## src/rtl/lre_pkg.sv

```systemverilog
`timescale 1ns/1ps
package lre_pkg;

  typedef enum logic [2:0] {
    ST_IDLE = 3'd0,
    ST_RECV = 3'd1,
    ST_LF   = 3'd2,
    ST_DONE = 3'd3,
    ST_ERR  = 3'd4
  } lre_state_e;

  typedef enum logic [1:0] {
    CODE_NONE = 2'd0,
    CODE_OVF  = 2'd1,
    CODE_LINE = 2'd2
  } lre_code_e;

  localparam logic [7:0] CHAR_CR = 8'h0D;
  localparam logic [7:0] CHAR_LF = 8'h0A;

endpackage

```

## src/rtl/lre_rst_sync.sv

```systemverilog
`timescale 1ns/1ps
module lre_rst_sync #(
  parameter int STAGES = 2
) (
  input  logic clk_i,
  input  logic arst_ni,
  output logic rst_no
);

  logic [STAGES-1:0] sync_q;

  always_ff @(posedge clk_i or negedge arst_ni) begin
    if (!arst_ni) begin
      sync_q <= '0;
    end else begin
      sync_q <= {sync_q[STAGES-2:0], 1'b1};
    end
  end

  assign rst_no = sync_q[STAGES-1];

endmodule

```

## src/rtl/lre_parity_chk.sv

```systemverilog
`timescale 1ns/1ps
module lre_parity_chk
  import lre_pkg::*;
#(
  parameter int BYTE_W = 8
) (
  input  logic [BYTE_W-1:0] byte_i,
  output logic              par_ok_o,
  output logic [BYTE_W-1:0] char_o,
  output logic              is_cr_o
);

  localparam int CHAR_W = BYTE_W - 1;

  // Even parity over the whole byte: XOR of all bits is zero.
  assign par_ok_o = ~(^byte_i);
  assign char_o   = {1'b0, byte_i[CHAR_W-1:0]};
  assign is_cr_o  = (char_o == CHAR_CR);

endmodule

```

## src/rtl/lre_fsm.sv

```systemverilog
`timescale 1ns/1ps
module lre_fsm
  import lre_pkg::*;
(
  input  logic       clk_i,
  input  logic       rst_ni,
  input  logic       start_i,
  input  logic       clear_i,
  input  logic       in_valid_i,
  input  logic       par_ok_i,
  input  logic       is_cr_i,
  input  logic       at_limit_i,
  output logic       in_ready_o,
  output logic       store_o,
  output logic       app_lf_o,
  output logic       ptr_clr_o,
  output logic [1:0] code_o,
  output logic       perr_o
);

  lre_state_e state_q, state_d;
  lre_code_e  code_q, code_d;
  logic       perr_q, perr_d;
  logic       upd_en;

  always_comb begin
    state_d   = state_q;
    code_d    = code_q;
    perr_d    = perr_q;
    store_o   = 1'b0;
    app_lf_o  = 1'b0;
    ptr_clr_o = 1'b0;
    if (clear_i) begin
      state_d   = ST_IDLE;
      code_d    = CODE_NONE;
      perr_d    = 1'b0;
      ptr_clr_o = 1'b1;
    end else begin
      unique case (state_q)
        ST_IDLE, ST_DONE, ST_ERR: begin
          if (start_i) begin
            state_d   = ST_RECV;
            code_d    = CODE_NONE;
            perr_d    = 1'b0;
            ptr_clr_o = 1'b1;
          end
        end
        ST_RECV: begin
          if (in_valid_i) begin
            if (!par_ok_i) begin
              state_d = ST_ERR;
              perr_d  = 1'b1;
            end else begin
              store_o = 1'b1;
              if (is_cr_i) begin
                state_d = ST_LF;
              end else if (at_limit_i) begin
                state_d = ST_DONE;
                code_d  = CODE_OVF;
              end
            end
          end
        end
        ST_LF: begin
          app_lf_o = 1'b1;
          state_d  = ST_DONE;
          code_d   = CODE_LINE;
        end
        default: begin
          state_d = ST_IDLE;
        end
      endcase
    end
  end

  assign upd_en = (state_d != state_q) || (code_d != code_q) || (perr_d != perr_q);

  always_ff @(posedge clk_i or negedge rst_ni) begin
    if (!rst_ni) begin
      state_q <= ST_IDLE;
      code_q  <= CODE_NONE;
      perr_q  <= 1'b0;
    end else if (upd_en) begin
      state_q <= state_d;
      code_q  <= code_d;
      perr_q  <= perr_d;
    end
  end

  assign in_ready_o = (state_q == ST_RECV);
  assign code_o     = code_q;
  assign perr_o     = perr_q;

  AST_LF_FOLLOWS_CR: assert property (@(posedge clk_i) disable iff (!rst_ni)
    (store_o && is_cr_i && !clear_i) |=> app_lf_o);
  AST_LF_ONE_CYCLE: assert property (@(posedge clk_i) disable iff (!rst_ni)
    app_lf_o |=> !app_lf_o);
  AST_CODE_ONLY_DONE: assert property (@(posedge clk_i) disable iff (!rst_ni)
    (code_q != CODE_NONE) |-> (state_q == ST_DONE));
  AST_PERR_IN_ERR: assert property (@(posedge clk_i) disable iff (!rst_ni)
    perr_q |-> (state_q == ST_ERR));
  AST_START_IGNORED_BUSY: assert property (@(posedge clk_i) disable iff (!rst_ni)
    (state_q == ST_RECV && start_i && !clear_i && !in_valid_i) |=> (state_q == ST_RECV));

endmodule

```

## src/rtl/lre_wr_port.sv

```systemverilog
`timescale 1ns/1ps
module lre_wr_port
  import lre_pkg::*;
#(
  parameter int BYTE_W     = 8,
  parameter int CHAR_LIMIT = 81,
  parameter int BUF_DEPTH  = CHAR_LIMIT + 1,
  parameter int ADDR_W     = $clog2(BUF_DEPTH),
  parameter int CNT_W      = $clog2(BUF_DEPTH + 1)
) (
  input  logic              clk_i,
  input  logic              rst_ni,
  input  logic              ptr_clr_i,
  input  logic              store_i,
  input  logic              app_lf_i,
  input  logic [BYTE_W-1:0] char_i,
  output logic              at_limit_o,
  output logic              we_o,
  output logic [ADDR_W-1:0] addr_o,
  output logic [BYTE_W-1:0] wdata_o,
  output logic [CNT_W-1:0]  count_o
);

  localparam logic [CNT_W-1:0] LIMIT_M1 = CNT_W'(CHAR_LIMIT - 1);
  localparam logic [CNT_W-1:0] DEPTH_C  = CNT_W'(BUF_DEPTH);

  logic [CNT_W-1:0] ptr_q, ptr_d;
  logic             ptr_en;

  assign we_o   = store_i | app_lf_i;
  assign ptr_en = ptr_clr_i | we_o;

  always_comb begin
    if (ptr_clr_i) begin
      ptr_d = '0;
    end else begin
      ptr_d = ptr_q + CNT_W'(1);
    end
  end

  always_ff @(posedge clk_i or negedge rst_ni) begin
    if (!rst_ni) begin
      ptr_q <= '0;
    end else if (ptr_en) begin
      ptr_q <= ptr_d;
    end
  end

  assign at_limit_o = (ptr_q == LIMIT_M1);
  assign addr_o     = ptr_q[ADDR_W-1:0];
  assign wdata_o    = app_lf_i ? CHAR_LF : char_i;
  assign count_o    = ptr_q;

  AST_ADDR_IN_RANGE: assert property (@(posedge clk_i) disable iff (!rst_ni)
    we_o |-> (ptr_q < DEPTH_C));
  AST_PTR_STEP: assert property (@(posedge clk_i) disable iff (!rst_ni)
    (ptr_q != $past(ptr_q)) |-> ((ptr_q == $past(ptr_q) + CNT_W'(1)) || (ptr_q == '0)));

endmodule

```

## src/rtl/line_rx_engine.sv

```systemverilog
`timescale 1ns/1ps
module line_rx_engine
  import lre_pkg::*;
#(
  parameter int BYTE_W     = 8,
  parameter int CHAR_LIMIT = 81,
  parameter int BUF_DEPTH  = CHAR_LIMIT + 1,
  parameter int ADDR_W     = $clog2(BUF_DEPTH),
  parameter int CNT_W      = $clog2(BUF_DEPTH + 1)
) (
  input  logic              clk_i,
  input  logic              arst_ni,
  input  logic              start_i,
  input  logic              clear_i,
  input  logic [BYTE_W-1:0] in_data_i,
  input  logic              in_valid_i,
  output logic              in_ready_o,
  output logic              buf_we_o,
  output logic [ADDR_W-1:0] buf_addr_o,
  output logic [BYTE_W-1:0] buf_wdata_o,
  output logic [1:0]        done_code_o,
  output logic [CNT_W-1:0]  char_count_o,
  output logic              parity_err_o
);

  logic              rst_n;
  logic              par_ok;
  logic [BYTE_W-1:0] char_w;
  logic              is_cr;
  logic              at_limit;
  logic              store;
  logic              app_lf;
  logic              ptr_clr;

  lre_rst_sync #(.STAGES(2)) u_rst (
    .clk_i   (clk_i),
    .arst_ni (arst_ni),
    .rst_no  (rst_n)
  );

  lre_parity_chk #(.BYTE_W(BYTE_W)) u_par (
    .byte_i   (in_data_i),
    .par_ok_o (par_ok),
    .char_o   (char_w),
    .is_cr_o  (is_cr)
  );

  lre_fsm u_fsm (
    .clk_i      (clk_i),
    .rst_ni     (rst_n),
    .start_i    (start_i),
    .clear_i    (clear_i),
    .in_valid_i (in_valid_i),
    .par_ok_i   (par_ok),
    .is_cr_i    (is_cr),
    .at_limit_i (at_limit),
    .in_ready_o (in_ready_o),
    .store_o    (store),
    .app_lf_o   (app_lf),
    .ptr_clr_o  (ptr_clr),
    .code_o     (done_code_o),
    .perr_o     (parity_err_o)
  );

  lre_wr_port #(
    .BYTE_W     (BYTE_W),
    .CHAR_LIMIT (CHAR_LIMIT),
    .BUF_DEPTH  (BUF_DEPTH),
    .ADDR_W     (ADDR_W),
    .CNT_W      (CNT_W)
  ) u_wr (
    .clk_i      (clk_i),
    .rst_ni     (rst_n),
    .ptr_clr_i  (ptr_clr),
    .store_i    (store),
    .app_lf_i   (app_lf),
    .char_i     (char_w),
    .at_limit_o (at_limit),
    .we_o       (buf_we_o),
    .addr_o     (buf_addr_o),
    .wdata_o    (buf_wdata_o),
    .count_o    (char_count_o)
  );

  AST_BAD_NO_WRITE: assert property (@(posedge clk_i) disable iff (!rst_n)
    (in_valid_i && in_ready_o && !par_ok) |-> !buf_we_o);
  AST_OVF_COUNT: assert property (@(posedge clk_i) disable iff (!rst_n)
    (done_code_o == CODE_OVF) |-> (char_count_o == CNT_W'(CHAR_LIMIT)));
  AST_WDATA_TOP_CLEAR: assert property (@(posedge clk_i) disable iff (!rst_n)
    buf_we_o |-> !buf_wdata_o[BYTE_W-1]);

endmodule

```

## config.mk

```make
export PLATFORM = sky130hd
export DESIGN_NAME = line_rx_engine
export DESIGN_NICKNAME = d
export VERILOG_FILES = /design/src/rtl/lre_pkg.sv /design/src/rtl/lre_rst_sync.sv /design/src/rtl/lre_parity_chk.sv /design/src/rtl/lre_fsm.sv /design/src/rtl/lre_wr_port.sv /design/src/rtl/line_rx_engine.sv
export SDC_FILE = /design/constraint.sdc
export NUM_CORES = 1
export LEC_CHECK = 0
export BUFFER_PORTS_ARGS = -buffer_cell sky130_fd_sc_hd__buf_2
export CAP_MARGIN = 10
export CORE_ASPECT_RATIO = 1.1
export CORE_MARGIN = 2
export CORE_UTILIZATION = 51
export CTS_CLUSTER_DIAMETER = 50
export DETAILED_ROUTE_END_ITERATION = 10
export PLACE_DENSITY = 0.83
export SETUP_SLACK_MARGIN = 0.3
export SYNTH_ARGS = -nofsm -noshare
export SYNTH_HDL_FRONTEND = slang
export SYNTH_SLANG_ARGS = --single-unit
```

## constraint.sdc

```tcl
create_clock -name clk_i -period 4.17 [get_ports clk_i]
set_input_delay 0.2085 -clock clk_i [delete_from_list [all_inputs] [get_ports clk_i]]
set_output_delay 0.2085 -clock clk_i [all_outputs]
set_load 0.1 [all_outputs]
```

==> results.json, run 1 <==
{
  "ys_seq_elements": 15,
  "post-route-util": 0.627,
  "multiInputGateArea_um2": 564,
  "netlist_instances": 112,
  "power.leakage_nw": 0.645,
  "slowest_delay_ps": 540,
  "relSlewSlack": 0.626,
  "worst_pin_slew_ps": 561,
  "grt_overflow_total": 0,
  "critPathSlowestCell": "dfrtp_1",
  "drc": 0,
  "finalWorstSetupSlack_ps": 1800,
  "cts_sinks": 15,
  "synth_cell_type_count": 41,
  "grt_pass1_wl_mm": 3.42,
  "synthesis.nets": 130,
  "layout_commonest_cell": "buf_2",
  "gp_congestion": 0.751,
  "worstReg2RegEnd": "u_wr.addr_o[4]$_DFFE_PN0P_",
  "cp-start-kind": "flip-flop",
  "grt_start_max_net_pins": 14,
  "final_area_mm2": 0.00123,
  "ys_warn_count": 0,
  "coreArea_mm2": 0.00196,
  "cts_made_buffers": 3,
  "r2r_cells": 5,
  "regArea_um2": 375,
  "antenna_cells": 0,
  "start_util": 0.532,
  "placed_area_mm2": 0.00119,
  "grt.met2_usage": 0.331,
  "post_route_cells_drive_above_1_share": 0.340,
  "power.density_mw_per_mm2": 289,
  "h-tree-depth": 1,
  "viasPerCell": 5.30,
  "path_cells": "nor3b_2 -> and3b_1 -> a21oi_2 -> inv_1 -> buf_2",
  "vias": 911,
  "dr.pass1.iters": 4,
  "synth_area_leaders": "dfrtp_1 (36%), buf_4 (6.5%), ha_1 (6.0%)",
  "post-route-period-util": 0.567,
  "yosysTopAreaCell": "dfrtp_1",
  "seq_area_frac_synth": 0.361,
  "hold_viol_final": 0,
  "grt_pass1_vias": 824,
  "cap_viol_max_count": 0,
  "clockBufferDepth": 2,
  "die_area_mm2": 0.00242,
  "power_mw": 0.355,
  "setup_viol_count_final": 0,
  "hold_class": "input port to async pin",
  "detail-route-antenna-nets": 0,
  "dp_cells": 167,
  "use_met3": 0.0212,
  "cts-root-buf": "clkbuf_4",
  "avgRoutedWirePerCell_um": 12.4,
  "chipHeight_um": 51.4,
  "hpwl_mm": 1.69,
  "finalSetupTns_ps": 0,
  "synth.avg_cell_area_um2": 9.29,
  "most-common-layout-cells": "buf_2 (38), dfrtp_1 (15), nor2_1 (9)",
  "track_usage": 0.191,
  "drt_iter0_markers": 11,
  "fin_nets": 163,
  "post-place-ws_ps": 1910,
  "ir_worst_vdd_mv": 0.198,
  "crit_required_ps": 3960,
  "rsz0062_at_grt": "false",
  "cts_tree": "yes",
  "synth.cell_area_mm2": 0.00104,
  "num_rows": 17,
  "cp-end-kind": "output pin",
  "fmax_mhz": 423,
  "r2r_setup_slack_ps": 2160,
  "wl_mm": 2.14,
  "ctsHoldBuffers": 1,
  "outcome": "finished, final reports clean",
  "slew_viol_final": 0,
  "synth_top_area_share": 0.361,
  "io_buffers": 38,
  "regToRegStartpoint": "u_fsm.state_q[0]$_DFFE_PN0P_",
  "fin_cells": 172,
  "ios": 40,
  "met1_usage": 0.247,
  "cts_setup_buffers": 0,
  "busiest_layer": "met2",
  "antenna_found_initial": 0,
  "crit_arrival_ps": 2160,
  "holdWs_ps": 226,
  "fillCellCount": 176,
  "path_clk_slew_ps": 80,
  "cp_max_fo": 13,
  "clkLatencyLatePin_ps": 280,
  "fin_crit_ps": 2370,
  "fp.dieW_um": 47.1,
  "cts_resized": 0,
  "fin_skew_ps": 2.56,
  "area_growth_pct": 17.9,
  "path_class": "flip-flop to output pin"
}
[cells by family (layout without fill, tap and decap cells)]
kind of cell	after synthesis	count (layout)	share of synthesized area
AND/OR/NAND/NOR	42	42	0.257
AO/OA/AOI/OAI	24	24	0.145
XOR/XNOR	5	5	0.0625
multiplexers	1	1	0.00962
flip-flops	15	15	0.361
adder cells (fa/ha/maj)	5	5	0.0601
other	2	2	0.00721
buffers and inverters	18	50	0.0974
[synthesized netlist by cell type, drive strengths merged]
cell and instances:
a21boi 1, a21oi 7, a22o 1, a31oi 1, a32oi 1, a41oi 1
and2 1, and3b 2, and4b 1, buf 9, clkbuf 2, conb 2
dfrtp 15, ha 5, inv 7, mux2i 1, nand2 3, nand2b 2
nand3 1, nand3b 1, nand4 2, nand4b 1, nor2 9, nor2b 6
nor3 3, nor3b 2, nor4b 1, o211ai 2, o21a 1, o21ai 7
o31ai 2, or2 3, or3 4, xnor2 2, xnor3 1, xor2 2
[critical path, delay by kind of cell, from the launching register on]
family          cells  cell delay, ps
compound gates      1             170
buf+inv             2             500
flops               1             540
simple gates        2             660
[layer usage]
layer  vias up  part of all wire
li1        449                 -
met1       439              0.43
met2        20              0.53
met3         3             0.031
met4         0            0.0089
met5         -                 0
[state kept, by name (all words and copies together) (netlist names)]
name	cells
u_fsm.state_q	3
u_wr.addr_o	7
u_rst.sync_q	2
u_fsm.code_o	2
u_fsm.perr_o	1
[worst max path at each step]
| stage | start | endpoint | slack, ps |
|---|---|---|---|
| floorplan | u_fsm.state_q[1]$_DFFE_PN0P_ | buf_we_o | 1000 |
| global placement | in_data_i[2] | buf_we_o | 1960 |
| detailed placement | in_data_i[2] | buf_we_o | 1910 |
| CTS | u_fsm.state_q[0]$_DFFE_PN0P_ | buf_we_o | 1800 |
| global route | u_fsm.state_q[0]$_DFFE_PN0P_ | buf_we_o | 1690 |
| finish | u_fsm.state_q[0]$_DFFE_PN0P_ | buf_we_o | 1800 |
[power by group]
group	leakage (nW)	switching (mW)	internal, mW
clock network	0.0150	0.0448	0.0371
logic	0.426	0.0855	0.0316
registers	0.204	0.00737	0.149
[layout make-up]
cell class / count / share of cell area
Clock buffer: 4 / 0.0214
Inverter: 7 / 0.0214
Multi-Input combinational cell: 79 / 0.460
Sequential cell: 15 / 0.306
Tap cell: 28 / 0.0285
Timing Repair Buffer: 39 / 0.163
(Power assumes the default switching activity.)
==> inputs of run 2 (changes only) <==
Settings changed: CORE_UTILIZATION 51 to 48, PLACE_DENSITY 0.83 to 0.79.
Clock period 4.17 ns to 2.5 ns, I/O delays scaled along.
==> results.json, run 2 (same netlist as run 1, synthesis figures left out) <==
{
  "track_usage": 0.191,
  "cp-start-kind": "flip-flop",
  "ios": 40,
  "finalSetupTns_ps": 0,
  "chipHeight_um": 52.8,
  "slew_viol_final": 0,
  "cts_tree": "yes",
  "crit_arrival_ps": 1930,
  "fillCellCount": 182,
  "r2r_setup_slack_ps": 540,
  "viasPerCell": 5.29,
  "io_buffers": 38,
  "drt_iter0_markers": 8,
  "cp_max_fo": 11,
  "fin_nets": 164,
  "avgRoutedWirePerCell_um": 12.7,
  "area_growth_pct": 20.0,
  "antenna_cells": 0,
  "dp_cells": 168,
  "path_class": "flip-flop to output pin",
  "wl_mm": 2.19,
  "coreArea_mm2": 0.00202,
  "clockBufferDepth": 2,
  "path_clk_slew_ps": 90,
  "h-tree-depth": 1,
  "post-route-util": 0.618,
  "regToRegStartpoint": "u_fsm.state_q[0]$_DFFE_PN0P_",
  "fp.dieW_um": 48.4,
  "power_mw": 0.600,
  "post-route-period-util": 0.824,
  "cts_setup_buffers": 0,
  "r2r_cells": 6,
  "cts_sinks": 15,
  "worst_pin_slew_ps": 529,
  "grt_start_max_net_pins": 14,
  "most-common-layout-cells": "buf_2 (37), dfrtp_1 (14), nor2_1 (9)",
  "start_util": 0.515,
  "dr.pass1.iters": 5,
  "outcome": "finished, final reports clean",
  "fin_crit_ps": 2060,
  "fin_skew_ps": 5.79,
  "post_route_cells_drive_above_1_share": 0.359,
  "cts_made_buffers": 3,
  "fmax_mhz": 485,
  "detail-route-antenna-nets": 0,
  "worstReg2RegEnd": "u_wr.addr_o[5]$_DFFE_PN0P_",
  "die_area_mm2": 0.00256,
  "cts-root-buf": "clkbuf_4",
  "clkLatencyLatePin_ps": 280,
  "fin_cells": 173,
  "hpwl_mm": 1.72,
  "vias": 915,
  "multiInputGateArea_um2": 571,
  "drc": 0,
  "power.leakage_nw": 0.636,
  "hold_viol_final": 0,
  "hold_class": "input port to async pin",
  "power.density_mw_per_mm2": 481,
  "relSlewSlack": 0.648,
  "ir_worst_vdd_mv": 0.386,
  "crit_required_ps": 2380,
  "crit_path_start": "u_fsm.state_q[0]$_DFFE_PN0P_",
  "num_rows": 17,
  "layout_commonest_cell": "buf_2",
  "grt_pass1_vias": 885,
  "rsz0062_at_grt": "false",
  "antenna_found_initial": 0,
  "grt_pass1_wl_mm": 3.74,
  "largest_reg_flops": 7,
  "regArea_um2": 377,
  "cp-end-kind": "output pin",
  "cap_viol_max_count": 0,
  "grt_overflow_total": 0,
  "gp_congestion": 0.777,
  "setup_viol_count_final": 0
}
run 2: changes by cell type in the layout (fill, tap and decap cells not counted), sizes merged:
cell / change
clkbuf: +1
clkinvlp: +1
inv: -1
run 2: power breakdown:
part	switching [mW]	total [mW]	internal [mW]
logic	0.144	0.200	0.0556
clock network	0.0783	0.140	0.0620
registers	0.0124	0.260	0.248
run 2: stage by stage:
stage	instance area [um^2]	hold WS, ps	setup slack [ps]
4_1_cts	1250	139	362
5_1_grt	1250	140	363
3_3_place_gp	1210	-90.4	597
2_1_floorplan	1060	-171	157
6_report	1250	135	440
3_5_place_dp	1210	-88.3	512
run 2: critical path: stages (launching register included):
cell and delay [ps]:
dfrtp_1 550, nor3b_4 360, and3b_1 240, a21oi_2 90, clkinvlp_4 90, clkbuf_4 320
run 2: per-layer routing:
metal  vias to the layer above  routed length [um]  share of wire  global-route usage
met4                         0                  34          0.016              0.0905
met3                         7                  78          0.036              0.0286
met1                       436                 919           0.42               0.208
met5                         -                   0              0                   0
li1                        449                   -              -                   -
met2                        23                1160           0.53               0.370
run 2: how the worst max path moves through the flow:
stage / end / slack (ps) / cells past startpoint
floorplan: buf_we_o / 160 / 5
global placement: u_wr.addr_o[5]$_DFFE_PN0P_ / 600 / 8
detailed placement: u_wr.addr_o[5]$_DFFE_PN0P_ / 510 / 8
CTS: buf_we_o / 360 / 5
global route: buf_we_o / 360 / 5
finish: buf_we_o / 440 / 5
run 2: layout make-up:
class                      count  share of cell area
clock buffer                   4              0.0210
sequential                    15               0.302
timing repair buffer          40               0.168
multi-input combinational     79               0.457
inverter                       7              0.0240
tap                           28              0.0281
run 2: what timing repair did:
item / 4_1_cts / 5_1_grt
hold buffers: 1 / 0
setup endpoints to repair: 0 / 1
endpoints found under the hold margin: 2 / 0
resized for setup: 0 / 1
==> inputs of run 3 (changes only) <==
Settings changed: ABC_AREA from default to 1, CORE_UTILIZATION 48 to 51, PLACE_DENSITY 0.79 to 0.8.
Clock period 2.5 ns to 2.04 ns, I/O delays scaled along.
==> results.json, run 3 <==
{
  "outcome": "finished, final reports clean",
  "clockBufferDepth": 2,
  "muxShareOfSynthArea": 0,
  "fin_skew_ps": 4.11,
  "path_clk_slew_ps": 100,
  "hold_class": "input port to async pin",
  "r2r_setup_slack_ps": 400,
  "hpwl_mm": 2.34,
  "multiInputGateArea_um2": 728,
  "clkLatencyLatePin_ps": 280,
  "use_met3": 0.0239,
  "synth_async_sr_flop_share": 1.00,
  "grt_overflow_total": 0,
  "dp_cells": 236,
  "ys_warn_count": 0,
  "finalSetupTns_ps": 0,
  "crit_path_start": "u_fsm.state_q[1]$_DFFE_PN0P_",
  "area_growth_pct": 26.0,
  "holdWs_ps": 118,
  "synthTopCellsByCount": "nand2_1 (41), inv_1 (24), nor2_1 (19), dfrtp_1 (15), nand4_1 (11)",
  "synth_top_family_by_area": "simple AND/OR/NAND/NOR gates",
  "num_rows": 18,
  "synth_cell_type_count": 27,
  "path_class": "flip-flop to output pin",
  "vias": 1310,
  "cp-end-kind": "output pin",
  "fin_nets": 238,
  "fin_crit_ps": 1750,
  "synth_compound_area_frac": 0.0652,
  "cp_max_fo": 4,
  "detail-route-antenna-nets": 0,
  "fin_cells": 249,
  "cts-root-buf": "clkbuf_4",
  "worst_pin_slew_ps": 567,
  "relSlewSlack": 0.622,
  "cts_made_buffers": 3,
  "grt_pass1_wl_mm": 4.89,
  "drc": 0,
  "ios": 40,
  "synth_edf_count": 0,
  "layout_commonest_cell": "nand2_1",
  "most-common-layout-cells": "nand2_1 (40), buf_2 (30), inv_1 (23)",
  "fp.dieW_um": 51.5,
  "busiest_layer": "met2",
  "grt.met2_usage": 0.412,
  "start_util": 0.551,
  "ir_worst_vdd_mv": 0.382,
  "fillCellCount": 214,
  "synth.avg_cell_area_um2": 7.19,
  "synth_top_area_share": 0.296,
  "post_route_cells_drive_above_1_share": 0.356,
  "synthesis.nets": 194,
  "synthSimpleGateAreaFrac": 0.385,
  "yosysTopAreaCell": "dfrtp_1",
  "cts_sinks": 15,
  "synth.cell_area_mm2": 0.00127,
  "power.density_mw_per_mm2": 560,
  "wl_mm": 3.17,
  "synth_area_leaders": "dfrtp_1 (30%), nand2_1 (12%), inv_1 (7.1%)",
  "fmax_mhz": 572,
  "hold_viol_final": 0,
  "grt_start_max_net_pins": 14,
  "netlist_instances": 176,
  "track_usage": 0.216,
  "dr.pass1.iters": 4,
  "yosysMostFrequentCell": "nand2_1",
  "io_buffers": 38,
  "chipHeight_um": 56.3,
  "post-route-period-util": 0.857,
  "setup_viol_count_final": 0,
  "regToRegStartpoint": "u_fsm.state_q[1]$_DFFE_PN0P_",
  "antenna_cells": 0,
  "h-tree-depth": 1,
  "avgRoutedWirePerCell_um": 12.7,
  "regArea_um2": 383,
  "drt_iter0_markers": 24,
  "slew_viol_final": 0,
  "grt_pass1_vias": 1195,
  "die_area_mm2": 0.00290,
  "cp-start-kind": "flip-flop",
  "yosys.area_share.xor_xnor": 0.0553,
  "largest_reg_flops": 7,
  "coreArea_mm2": 0.00230,
  "met1_usage": 0.247,
  "ys_seq_elements": 15,
  "gp_congestion": 0.925,
  "yosys_most_used_dff": "dfrtp_1",
  "power.leakage_nw": 0.896,
  "r2r_cells": 10,
  "crit_arrival_ps": 1650,
  "cts_tree": "yes",
  "crit_required_ps": 1940,
  "cap_viol_max_count": 0,
  "power_mw": 0.894,
  "seq_area_frac_synth": 0.296,
  "rsz0062_at_grt": "true",
  "antenna_found_initial": 0,
  "synthAdderAreaFrac": 0.0494,
  "viasPerCell": 5.26,
  "worstReg2RegEnd": "u_wr.addr_o[6]$_DFFE_PN0P_"
}
## run 3: worst max-delay path, stage by stage, from the launching register on
cell     delay (ps)
dfrtp_1         430
inv_2           120
nand2_4          70
nor2_4          140
inv_4            60
nor2_8          130
nand4_4         120
nand2_4         110
buf_12          170
## run 3: metrics by stage
step	util	setup WS, ps	area, um^2
2_1_floorplan	-	-152	1280
3_3_place_gp	0.627	373	1440
3_5_place_dp	0.627	312	1440
4_1_cts	0.656	219	1510
5_1_grt	0.694	202	1600
6_report	0.694	292	1600
## run 3: worst max path at each step
stage | endpoint | cells past startpoint
2_1_floorplan | buf_wdata_o[0] | 5
3_3_place_gp | buf_we_o | 10
3_5_place_dp | buf_we_o | 11
4_1_cts | buf_we_o | 8
5_1_grt | buf_we_o | 8
6_report | buf_we_o | 8
## run 3: routing by layer
metal | vias up | share of wire
met5 | - | 0
met4 | 0 | 0.025
met3 | 10 | 0.035
li1 | 638 | -
met1 | 625 | 0.41
met2 | 37 | 0.53
## run 3: timing repair
action,CTS,global route
buffers inserted,0,8
endpoints found under the setup margin,8,7
pin swaps,0,4
gates resized for setup,11,7
hold buffers,1,0
hold endpoints to repair,2,0
## run 3: area by class of cell
class	instances	share of cell area
Timing Repair Buffer	48	0.193
Clock buffer	3	0.0141
Sequential cell	15	0.240
Multi-Input combinational cell	123	0.456
Inverter	29	0.0698
Clock inverter	1	0.00314
Tap cell	30	0.0235
## run 3: cells by family after synthesis
family,Yosys count
flops,15
other cells,2
compound gates,13
fa+ha+maj,5
buf+inv,38
xor+xnor,8
simple gates,95
## run 3: where the power goes
group,internal [mW],total (mW),leakage (nW),switching [mW]
logic,0.0980,0.388,0.686,0.290
registers,0.309,0.331,0.193,0.0220
clock network,0.0728,0.175,0.0177,0.102
total,0.480,0.894,0.896,0.414
